--- src/rtl/ea_pkg.sv ---
package ea_pkg;

    typedef enum logic [3:0] {
        M_IMM     = 4'd0,
        M_REG     = 4'd1,
        M_IDX     = 4'd2,
        M_BASEIDX = 4'd3,
        M_BIO     = 4'd4,
        M_PCREL   = 4'd5,
        M_POSTINC = 4'd6,
        M_PREDEC  = 4'd7,
        M_ABS     = 4'd8,
        M_MEMIND  = 4'd9
    } ea_mode_e;

    typedef enum logic {
        ST_IDLE    = 1'b0,
        ST_MEMWAIT = 1'b1
    } ea_state_e;

    function automatic logic [2:0] size_step(input logic [1:0] sz);
        unique case (sz)
            2'd0:    return 3'd1;
            2'd1:    return 3'd2;
            default: return 3'd4;
        endcase
    endfunction

endpackage

--- src/rtl/ea_regfile.sv ---
module ea_regfile #(
    parameter int NREGS = 8,
    parameter int DW    = 32,
    localparam int IW   = $clog2(NREGS)
) (
    input  logic          clk,
    input  logic          rst_n,
    input  logic [IW-1:0] rd_a_idx,
    input  logic [IW-1:0] rd_b_idx,
    output logic [DW-1:0] rd_a,
    output logic [DW-1:0] rd_b,
    input  logic          wb_en,
    input  logic [IW-1:0] wb_idx,
    input  logic [DW-1:0] wb_data,
    input  logic          ext_en,
    input  logic [IW-1:0] ext_idx,
    input  logic [DW-1:0] ext_data
);

    logic [DW-1:0] regs [NREGS];

    for (genvar g = 0; g < NREGS; g++) begin : g_reg
        logic [DW-1:0] q;
        always_ff @(posedge clk or negedge rst_n) begin
            if (!rst_n) begin
                q <= '0;
            end else if (wb_en && wb_idx == IW'(g)) begin
                q <= wb_data;
            end else if (ext_en && ext_idx == IW'(g)) begin
                q <= ext_data;
            end
        end
        assign regs[g] = q;
    end

    assign rd_a = regs[rd_a_idx];
    assign rd_b = regs[rd_b_idx];


    wb_lands_chk: assert property (@(posedge clk) disable iff (!rst_n)
        wb_en |=> regs[$past(wb_idx)] == $past(wb_data));


    ext_lands_chk: assert property (@(posedge clk) disable iff (!rst_n)
        (ext_en && !(wb_en && wb_idx == ext_idx)) |=> regs[$past(ext_idx)] == $past(ext_data));

endmodule

--- src/rtl/ea_calc.sv ---
module ea_calc
    import ea_pkg::*;
#(
    parameter int AW = 32,
    parameter int OW = 12
) (
    input  logic [3:0]    mode,
    input  logic [1:0]    size,
    input  logic [OW-1:0] ofs,
    input  logic [AW-1:0] pc,
    input  logic [AW-1:0] ra_val,
    input  logic [AW-1:0] rb_val,
    output logic [AW-1:0] ea,
    output logic [AW-1:0] loc,
    output logic          is_mem,
    output logic          wb_en,
    output logic [AW-1:0] wb_val
);

    logic [AW-1:0] ofs_sx;
    logic [AW-1:0] step;
    logic [AW-1:0] dec_val;

    assign ofs_sx  = {{(AW-OW){ofs[OW-1]}}, ofs};
    assign loc     = {{(AW-OW){1'b0}}, ofs};
    assign step    = AW'(size_step(size));
    assign dec_val = ra_val - step;

    always_comb begin
        ea     = '0;
        is_mem = 1'b0;
        wb_en  = 1'b0;
        wb_val = ra_val;
        case (mode)
            M_IMM:     ea = ofs_sx;
            M_REG:     ea = ra_val;
            M_IDX:     ea = ra_val + ofs_sx;
            M_BASEIDX: ea = ra_val + rb_val;
            M_BIO:     ea = ra_val + rb_val + ofs_sx;
            M_PCREL:   ea = pc + ofs_sx;
            M_POSTINC: begin
                ea     = ra_val;
                wb_en  = 1'b1;
                wb_val = ra_val + step;
            end
            M_PREDEC: begin
                ea     = dec_val;
                wb_en  = 1'b1;
                wb_val = dec_val;
            end
            M_ABS:     ea = loc;
            M_MEMIND:  is_mem = 1'b1;
            default:   ea = '0;
        endcase
    end

endmodule

--- src/rtl/ea_seq.sv ---
module ea_seq
    import ea_pkg::*;
#(
    parameter int AW = 32
) (
    input  logic          clk,
    input  logic          rst_n,
    input  logic          start,
    input  logic          is_mem,
    input  logic [AW-1:0] calc_ea,
    input  logic [AW-1:0] loc,
    input  logic          mem_rdy,
    input  logic [AW-1:0] mem_rdata,
    output logic          take,
    output logic [AW-1:0] ea,
    output logic          done,
    output logic          mem_rd,
    output logic [AW-1:0] mem_addr
);

    ea_state_e state_q, state_d;

    always_ff @(posedge clk or negedge rst_n) begin
        if (!rst_n) state_q <= ST_IDLE;
        else        state_q <= state_d;
    end

    always_comb begin
        state_d = state_q;
        unique case (state_q)
            ST_IDLE:    if (start && is_mem) state_d = ST_MEMWAIT;
            ST_MEMWAIT: if (mem_rdy)         state_d = ST_IDLE;
        endcase
    end

    assign take = start && (state_q == ST_IDLE);

    always_ff @(posedge clk or negedge rst_n) begin
        if (!rst_n) begin
            ea       <= '0;
            done     <= 1'b0;
            mem_rd   <= 1'b0;
            mem_addr <= '0;
        end else begin
            done <= 1'b0;
            unique case (state_q)
                ST_IDLE: begin
                    if (start) begin
                        if (is_mem) begin
                            mem_rd   <= 1'b1;
                            mem_addr <= loc;
                        end else begin
                            ea   <= calc_ea;
                            done <= 1'b1;
                        end
                    end
                end
                ST_MEMWAIT: begin
                    if (mem_rdy) begin
                        ea     <= mem_rdata;
                        done   <= 1'b1;
                        mem_rd <= 1'b0;
                    end
                end
            endcase
        end
    end


    req_hold_chk: assert property (@(posedge clk) disable iff (!rst_n)
        (mem_rd && !mem_rdy) |=> (mem_rd && $stable(mem_addr)));


    rdy_done_chk: assert property (@(posedge clk) disable iff (!rst_n)
        (mem_rd && mem_rdy) |=> (done && !mem_rd));


    wait_quiet_chk: assert property (@(posedge clk) disable iff (!rst_n)
        (state_q == ST_MEMWAIT && !mem_rdy) |=> !done);

endmodule

--- src/rtl/ea_unit.sv ---
module ea_unit
    import ea_pkg::*;
#(
    parameter int AW    = 32,
    parameter int OW    = 12,
    parameter int NREGS = 8,
    localparam int IW   = $clog2(NREGS)
) (
    input  logic          clk,
    input  logic          rst_n,
    input  logic          start,
    input  logic [3:0]    mode,
    input  logic [IW-1:0] ra_idx,
    input  logic [IW-1:0] rb_idx,
    input  logic [OW-1:0] ofs,
    input  logic [1:0]    size,
    input  logic [AW-1:0] pc,
    input  logic          rf_we,
    input  logic [IW-1:0] rf_widx,
    input  logic [AW-1:0] rf_wdata,
    output logic          mem_rd,
    output logic [AW-1:0] mem_addr,
    input  logic          mem_rdy,
    input  logic [AW-1:0] mem_rdata,
    output logic [AW-1:0] ea,
    output logic          done
);

    logic [AW-1:0] ra_val, rb_val;
    logic [AW-1:0] calc_ea, loc, wb_val;
    logic          is_mem, calc_wb, take;

    ea_regfile #(.NREGS(NREGS), .DW(AW)) u_rf (
        .clk      (clk),
        .rst_n    (rst_n),
        .rd_a_idx (ra_idx),
        .rd_b_idx (rb_idx),
        .rd_a     (ra_val),
        .rd_b     (rb_val),
        .wb_en    (take && calc_wb),
        .wb_idx   (ra_idx),
        .wb_data  (wb_val),
        .ext_en   (rf_we),
        .ext_idx  (rf_widx),
        .ext_data (rf_wdata)
    );

    ea_calc #(.AW(AW), .OW(OW)) u_calc (
        .mode   (mode),
        .size   (size),
        .ofs    (ofs),
        .pc     (pc),
        .ra_val (ra_val),
        .rb_val (rb_val),
        .ea     (calc_ea),
        .loc    (loc),
        .is_mem (is_mem),
        .wb_en  (calc_wb),
        .wb_val (wb_val)
    );

    ea_seq #(.AW(AW)) u_seq (
        .clk       (clk),
        .rst_n     (rst_n),
        .start     (start),
        .is_mem    (is_mem),
        .calc_ea   (calc_ea),
        .loc       (loc),
        .mem_rdy   (mem_rdy),
        .mem_rdata (mem_rdata),
        .take      (take),
        .ea        (ea),
        .done      (done),
        .mem_rd    (mem_rd),
        .mem_addr  (mem_addr)
    );


    one_cycle_done_chk: assert property (@(posedge clk) disable iff (!rst_n)
        (take && !is_mem) |=> done);


    mem_launch_chk: assert property (@(posedge clk) disable iff (!rst_n)
        (take && is_mem) |=> (mem_rd && !done && mem_addr == $past(loc)));


    done_excl_chk: assert property (@(posedge clk) disable iff (!rst_n)
        done |-> !mem_rd);

endmodule

--- config.mk ---
export PLATFORM = sky130hd
export DESIGN_NAME = ea_unit
export DESIGN_NICKNAME = d
export VERILOG_FILES = /design/src/rtl/ea_pkg.sv /design/src/rtl/ea_regfile.sv /design/src/rtl/ea_calc.sv /design/src/rtl/ea_seq.sv /design/src/rtl/ea_unit.sv
export SDC_FILE = /design/constraint.sdc
export NUM_CORES = 1
export LEC_CHECK = 0
export BUFFER_PORTS_ARGS = -buffer_cell sky130_fd_sc_hd__buf_2
export CORE_MARGIN = 2
export CORE_UTILIZATION = 40
export DETAILED_ROUTE_END_ITERATION = 12
export PLACE_DENSITY = 0.57
export SYNTH_ARGS = -nofsm -noshare
export SYNTH_HDL_FRONTEND = slang
export SYNTH_HIERARCHICAL = 1
export SYNTH_SLANG_ARGS = --single-unit
--- constraint.sdc ---
create_clock -name clk -period 14.2 [get_ports clk]
set_input_delay 2.13 -clock clk [delete_from_list [all_inputs] [get_ports clk]]
set_output_delay 2.13 -clock clk [all_outputs]
set_load 0.01 [all_outputs]
==> metrics.txt, run 1 <==
post-synth cell types 87; maximum VDD drop 0.00008552 V; layout cell share with drive strength beyond 1 18.20%; Setup violations, final 0; WL/cell 23.86 um; Core ar. 65630 um^2; gr usage total 24.99%; Synth Cell Area 26420 um^2; global-route wire length before repair 131900 um; initial antenna violation count 6; clock buffer depth 3; reg2reg start u_rf/g_reg[5].q[1]; reg2reg setup slack 7.30 ns; Vias 21960; Starting Density 40.26%; DIE HEIGHT 261.0 um; worst skew pair latency 0.59 ns; vias in the first global route 21720; Max stage delay on crit path 0.71 ns; CTS buffer count 39; crit path launch ra_idx[0]; gpl congestion 0.8943; CTS Sinks 323; Worst-path clk slew 0.05 ns; crit path DAT 9.93 ns; worst r2r dst u_seq/ea[31]; status complete, no violations; Slew Viols, Final 0; Max-slew headroom 24.23%; Power, Total 4.397 mW; max cap viols 0; Die Wd 261.0 um; Seq cells post-synth 323; Fin Setup TNS 0 ns; number of remaining DRC errors 0; post-CTS setup buffer count 0; fill cell count 6303; slowest stage cell, crit path buf_4; Overflow after GRT 0; crit path to u_seq/ea[31]; Worst Setup Start Kind primary input; EDFF count, synth 0; port bufs 193; critical path required time 14.63 ns; Post-CTS Resized 0; Fmax 105.3 MHz; largest net degree at the start of global routing 109; Synth warnings 6; post-synthesis sequential area ratio 30.59%; Tmin final 9.497 ns; final hold vios 0; RSZ-0062 raised after global routing false; Final Cycle Share 66.88%; growth of design area from synthesis to finish 7.908%; async set-reset flop share out of synthesis 100.0%; crit path buf inv count 2; CTS root buf clkbuf_16; DRT iter0 DRCs 2112; vias per cell 6.069; Max Fanout on Critical Path 39; Hold Crit Class reg -> reg; Worst setup EP type flip-flop; syn_area_per_cell 9.597 um^2; Clock Skews 0.02194 ns; post-DP HPWL 56370 um; Reg2Reg Depth 26; fin nets 2929; 1st-pass router iterations 6; PD cells 154.2 nW/um^2; Leak 12.61 nW; Most common cell on crit path a21oi_1; Cell Rows 94; Synth Flop Type dfrtp_1; CTS tree yes; Routed Antenna Nets 0; CTS H-tree lvls 2; num ports 194; CP delay by family, top compound AO/OA/AOI/OAI gates; Worst-Margin Slew 1.128 ns; die area 68130 um^2; Syn Inst Count 2753; cts-stage hold buffer count 0; Crit. path cell count 28; final wirelength 86340 um; Worst Path Class, Setup in -> reg
cell type report:
type	count	area [um^2]	area share (%)
inverters	64	240.2	0.8426
diodes	2	5.005	0.01755
clock buffers	55	1107	3.884
flip-flops and latches	323	8084	28.35
multi-input cells	2066	16560	58.07
repair buffers	232	1274	4.467
clock inverters	13	162.7	0.5705
well taps	864	1081	3.792
synth_stat cells, drive strengths merged (7+ instances only):
library cell  instances  area share, %
a211oi               16           0.45
clkbuf              124            1.8
and3                  9           0.21
mux4                128             12
o21ai               226            4.3
mux2i               275             10
a21o                 36            1.0
a31oi                15           0.36
nor3                 23           0.45
nand2               250            3.6
dfrtp               323             31
o221ai                7           0.26
nand4b                7           0.23
nand4                16           0.38
ha                   71            3.4
o21a                 13           0.37
o311ai                8           0.27
nor2b                13           0.31
nand3                19           0.36
nand2b               10           0.25
mux2                 96            4.1
nor2                238            3.4
xor2                 38            1.3
xnor2                44            1.5
o211ai               13           0.37
a22oi                 8           0.23
a21oi               253            4.8
nor4                 11           0.28
nor3b                10           0.28
and2                  8           0.19
inv                  63           0.90
buf                 195            4.6
or3                  16           0.40
a221oi               37            1.9
nor4b                37            1.4
report_power, final:
group	leakage, nW	total, mW	internal [mW]	switching [mW]
sequential	3.87	1.33	1.16	0.168
combinational	8.13	2.06	0.881	1.18
clock	0.614	1.01	0.584	0.428
total	12.6	4.40	2.62	1.77
routing by layer:
metal	part of all wire [%]	wire length [um]	vias up	track usage (%)
met5	0.072	62	-	0
met1	44	37970	10870	34.19
met3	7.6	6538	147	4.694
li1	-	-	10040	-
met4	2.3	2005	10	6.787
met2	46	39760	898	40.65
registers in the layout, indices dropped and copies added, names as in the netlist:
register and count:
u_seq/ea 32, u_seq/mem_addr 32, u_seq/done 1, u_rf/g.q 256
u_seq/state_q 1, u_seq/mem_rd 1
cell usage in the layout (no fill, tap or decap), types with 8 or more instances in the layout:
cell type	n
a211oi_1	16
a21o_1	36
a21oi_1	252
a221oi_2	30
a22oi_1	8
a31oi_1	15
and3_1	9
buf_2	190
buf_4	41
clkbuf_1	10
clkbuf_16	40
conb_1	20
dfrtp_1	322
ha_1	71
inv_1	63
mux2_2	93
mux2i_1	275
mux4_1	80
mux4_2	48
nand2_1	250
nand2b_1	9
nand3_1	19
nand4_1	16
nor2_1	237
nor2b_1	13
nor3_1	22
nor3b_1	8
nor4_1	10
nor4b_1	33
o211ai_1	13
o21a_1	13
o21ai_0	195
o21ai_1	30
o311ai_0	8
or3_1	15
xnor2_1	44
xor2_1	38
per-stage QoR:
step / area, um^2 / util [%] / setup WS, ns / hold slack (ns) / cells
3_5_place_dp: 27240 / 41.50 / 4.192 / 0.4895 / 3549
4_1_cts: 28510 / 43.44 / 4.764 / 0.5023 / 3617
3_3_place_gp: 27240 / 41.50 / 4.214 / 0.4812 / 3549
6_report: 28510 / 43.44 / 4.703 / 0.4960 / 3619
2_1_floorplan: 26490 / - / 6.034 / 0.5226 / 2772
5_1_grt: 28510 / 43.44 / 4.181 / 0.5142 / 3617
how the worst min path moves through the flow:
stage / start / endpoint / slack [ns] / cells after the start
finish: u_seq/mem_addr[1] / u_seq/mem_addr[1] / 0.50 / 1
global route: u_seq/mem_addr[16] / u_seq/mem_addr[16] / 0.51 / 1
CTS: u_seq/mem_addr[1] / u_seq/mem_addr[1] / 0.50 / 1
detailed placement: u_seq/mem_addr[1] / u_seq/mem_addr[1] / 0.49 / 1
global placement: u_seq/mem_addr[8] / u_seq/mem_addr[8] / 0.48 / 1
floorplan: u_rf/g_reg[0].q[14] / u_rf/g_reg[0].q[14] / 0.52 / 2
logic make-up after synthesis:
| group | share of synthesized area [%] |
|---|---|
| adders and majority gates | 3.665 |
| AOI/OAI and AO/OA | 16.35 |
| xor gates and xnor gates | 2.803 |
| DFF | 30.59 |
| buffers and inverters | 7.264 |
| other | 0.01419 |
| and+or+nand+nor | 12.71 |
| muxes | 26.60 |
worst reg2reg max path: stages (launching register included):
cell and delay [ns]:
dfrtp_1 0.40, mux4_1 0.50, mux2_2 0.41, ha_1 0.34, a21oi_1 0.18, o21ai_0 0.15
or3_1 0.44, a31o_2 0.27, and2_1 0.17, o21a_1 0.16, nor2_1 0.11, xnor2_1 0.16
mux2i_1 0.10, o21ai_0 0.19, ha_1 0.33, a21oi_1 0.19, nand2_1 0.09, or2_2 0.29
a211oi_1 0.48, o311ai_0 0.27, a41o_1 0.31, a21oi_1 0.21, o211ai_1 0.15, xnor3_1 0.33
o221ai_2 0.11, nor4b_1 0.34, a221oi_2 0.05
No activity file was read; power rests on OpenSTA's default activity.
==> inputs of run 2 (changes only) <==
--- a/config.mk
+++ b/config.mk
@@ -5,6 +5,7 @@
 export SDC_FILE = /design/constraint.sdc
 export NUM_CORES = 1
 export LEC_CHECK = 0
+export ABC_AREA = 1
 export BUFFER_PORTS_ARGS = -buffer_cell sky130_fd_sc_hd__buf_2
 export CORE_MARGIN = 2
 export CORE_UTILIZATION = 40
==> constraint.sdc (replaced) <==
create_clock -name clk -period 9.4 [get_ports clk]
set_input_delay 1.41 -clock clk [delete_from_list [all_inputs] [get_ports clk]]
set_output_delay 1.41 -clock clk [all_outputs]
set_load 0.01 [all_outputs]
==> run 2 against run 1 <==
  * Sequential power grew 38%
  * Combinational power grew 11%
  * Sequential share of layout area is 3.0 points lower
  * Die area is 10% higher
  * Synthesized area is 11% higher
  * Largest power group unchanged
  * Via count increased by 54%
  * Final area rose by 12%
==> metrics.txt, run 2 <==
CTS buffer count 42 (+7.7%); Synth area leader nand2_1; DRT iter0 DRCs 3439 (+63%); critical path required time 9.86 ns (-4.77 ns); M1 GR Usage 45.80% (+12 points); final core occ 44.00% (+0.56 points); CTS root buf clkbuf_16; post-layout instance area 31940 um^2 (+12%); Max stage delay on crit path 0.96 ns (+0.25 ns); Routed Antenna Nets 0 (unchanged); Reg2Reg Depth 34 (+31%); main area contributors after synthesis nand2_1, dfrtp_1, nand3_1; Leak 17.93 nW (+42%); largest net degree at the start of global routing 142 (+30%); WL/cell 22.10 um (-7.4%); fill cell count 8095 (+28%); M2 GR Usage 56.13% (+15 points); Hold Crit Class reg -> reg; max reg flops 256 (unchanged); Slew Viols, Final 0 (unchanged); post-synth cell types 59 (-32%); Largest regs u_rf/g.q x256, u_seq/ea x32, u_seq/mem_addr x32; Seq pwr share 32.0% (+1.8 points); simple-gate share of the synthesized area 49.36% (+37 points); Synth Cell Area 29210 um^2 (+11%); Max-slew headroom 19.02% (-5.2 points); gr busiest metal met2; vias per cell 5.616 (-7.5%); Synth Flop Type dfrtp_1; initial antenna violation count 3 (-3); number of remaining DRC errors 0 (unchanged); Tmin final 7.443 ns; Worst-Margin Slew 1.199 ns (+0.07106 ns); final wirelength 133200 um (+54%); Vias 33840 (+54%); Power, Total 5.712 mW (+30%); DP Area 30620 um^2 (+12%); RSZ-0062 raised after global routing false; num ports 194 (unchanged); hold-critical path depth 2 (+1); layout cell share with drive strength beyond 1 8.310% (-9.9 points); commonest non-fill, non-tap cell in the layout nand2_1; Fmax 134.4 MHz; async set-reset flop share out of synthesis 100.0% (unchanged); post-DP HPWL 89550 um (+59%); cts-stage hold buffer count 0 (unchanged); xor/xnor cell area share of the yosys netlist 0.5996% (-2.2 points); multiplexer share of the synthesized area 0% (-27 points); Internal 3.290 mW (+25%); CTS H-tree lvls 2 (unchanged); 1st-pass router iterations 6 (unchanged); post-synthesis adder-cell area fraction 3.315% (-0.35 points); worst skew pair latency 0.61 ns (+0.02 ns); Worst Path Class, Setup in -> reg; Worst-path clk slew 0.05 ns (about the same); max cap viols 0 (unchanged); Worst setup EP type flip-flop; top cell type's share of synthesized area 28.51% (-2.1 points); gpl congestion 0.9649 (+7.9%); CP delay by family, top simple AND/OR/NAND/NOR gates; growth of design area from synthesis to finish 9.328%; Seq cells post-synth 323 (unchanged); Core ar. 72590 um^2 (+11%); Crit. path cell count 41 (+46%); syn_area_per_cell 5.820 um^2 (-39%); DIE HEIGHT 274.2 um (+5.1%); GRT met3 Usage 6.008% (+1.3 points); combinational family with the most area after synthesis simple AND/OR/NAND/NOR gates; maximum VDD drop 0.0001364 V (+59%); Syn Inst Count 5019 (+82%); Synth warnings 6 (unchanged); switching share of power 42.40% (+2.1 points); post-synthesis sequential area ratio 27.67% (-2.9 points); Max Fanout on Critical Path 85 (+120%); combinational power share 40.0% (-6.8 points); gr usage total 34.90% (+9.9 points); Starting Density 40.25% (about the same); vias in the first global route 31790 (+46%); Clock Skews 0.03809 ns (+0.01615 ns); crit path DAT 7.90 ns (-2.03 ns); Worst Setup Start Kind primary input; die area 75210 um^2 (+10%); Biggest register u_rf/g.q; final hold vios 0 (unchanged); clock buffer depth 3 (unchanged); clock power share 27.9% (+4.9 points); fin nets 5243 (+79%); Post-CTS Resized 0 (unchanged); Synth Area in Compound Gates 7.123% (-9.2 points); Overflow after GRT 0 (unchanged); crit path buf inv count 5 (+3); Sw Pwr 2.422 mW (+37%); most frequent cells in the layout nand2_1, nand3_1, inv_1; status complete, no violations; port bufs 193 (unchanged); Setup violations, final 0 (unchanged); global-route wire length before repair 199900 um (+52%); top-count cell post-synth nand2_1; Fin Setup TNS 0 ns (unchanged); CTS Sinks 323 (unchanged); CTS tree yes; Most common cell on crit path nand2_1; post-CTS setup buffer count 0 (unchanged); EDFF count, synth 0 (unchanged); Die Wd 274.2 um (+5.1%); commonest cells in the netlist nand2_1, nand3_1, inv_1, dfrtp_1, nor2_1; slowest stage cell, crit path buf_4; Final Cycle Share 79.18%; Cell Rows 99 (+5.3%); PD cells 178.8 nW/um^2 (+16%)
==> run 2: metrics by stage <==
step | worst slack [ns] | instances | hold slack [ns]
after global routing | 1.320 | 6025 | 0.4835
after floorplan | 3.679 | 5038 | 0.4491
after global placement | 1.571 | 5955 | 0.4496
after CTS | 2.135 | 6025 | 0.4667
final | 1.957 | 6026 | 0.4609
after detailed placement | 1.540 | 5955 | 0.4528
==> run 2: area by class of cell <==
class | count | area, um^2 | share of cell area (%)
timing repair buffer | 254 | 1464 | 4.584
clock buffer | 63 | 1220 | 3.820
tap | 959 | 1200 | 3.757
clock inverter | 7 | 92.59 | 0.2899
sequential | 323 | 8083 | 25.31
multi-input combinational | 3866 | 17790 | 55.70
antenna | 1 | 2.502 | 0.007835
inverter | 553 | 2086 | 6.531
==> run 2: layer usage <==
layer  up-vias  share of wire [%]
li1      15900                  -
met1     15820                 41
met2      1768                 45
met3       351                9.3
met4         4                4.9
met5         -              0.023
==> run 2: logic make-up (layout without fill, tap and decap cells) <==
family          Yosys count  in the layout
xor+xnor                 20             20
fa+ha+maj                75             75
buf+inv                 849            877
simple gates           3400           3400
compound gates          351            351
other cells               1             21
flops                   323            323
==> run 2: final timing paths <==
| kind | startpoint | end | slack, ns |
|---|---|---|---|
| max | ra_idx[0] | u_seq/ea[26] | 1.96 |
| min | u_seq/mem_addr[15] | u_seq/mem_addr[15] | 0.46 |
| max reg2reg | u_rf/g_reg[6].q[19] | u_seq/ea[26] | 3.98 |
| min reg2reg | u_seq/mem_addr[15] | u_seq/mem_addr[15] | 0.46 |
| max in group asynchronous | rst_n | u_rf/g_reg[5].q[15] | 6.74 |
| min in group asynchronous | rst_n | u_seq/mem_addr[26] | 0.78 |
==> run 2: power groups by stage <==
stage / Combinational (mW) / Sequential (mW) / Clock [mW]
after floorplan: 1.51 / 1.85 / 0
after global placement: 2.22 / 1.84 / 0
after detailed placement: 2.23 / 1.85 / 0
after CTS: 2.24 / 1.83 / 1.63
after global routing: 2.56 / 1.86 / 1.68
final: 2.29 / 1.83 / 1.59
==> run 2: worst min-delay path: stages, from the launching register on <==
cell and delay, ns:
dfrtp_1 0.33, nand2_1 0.05, nand2_1 0.04
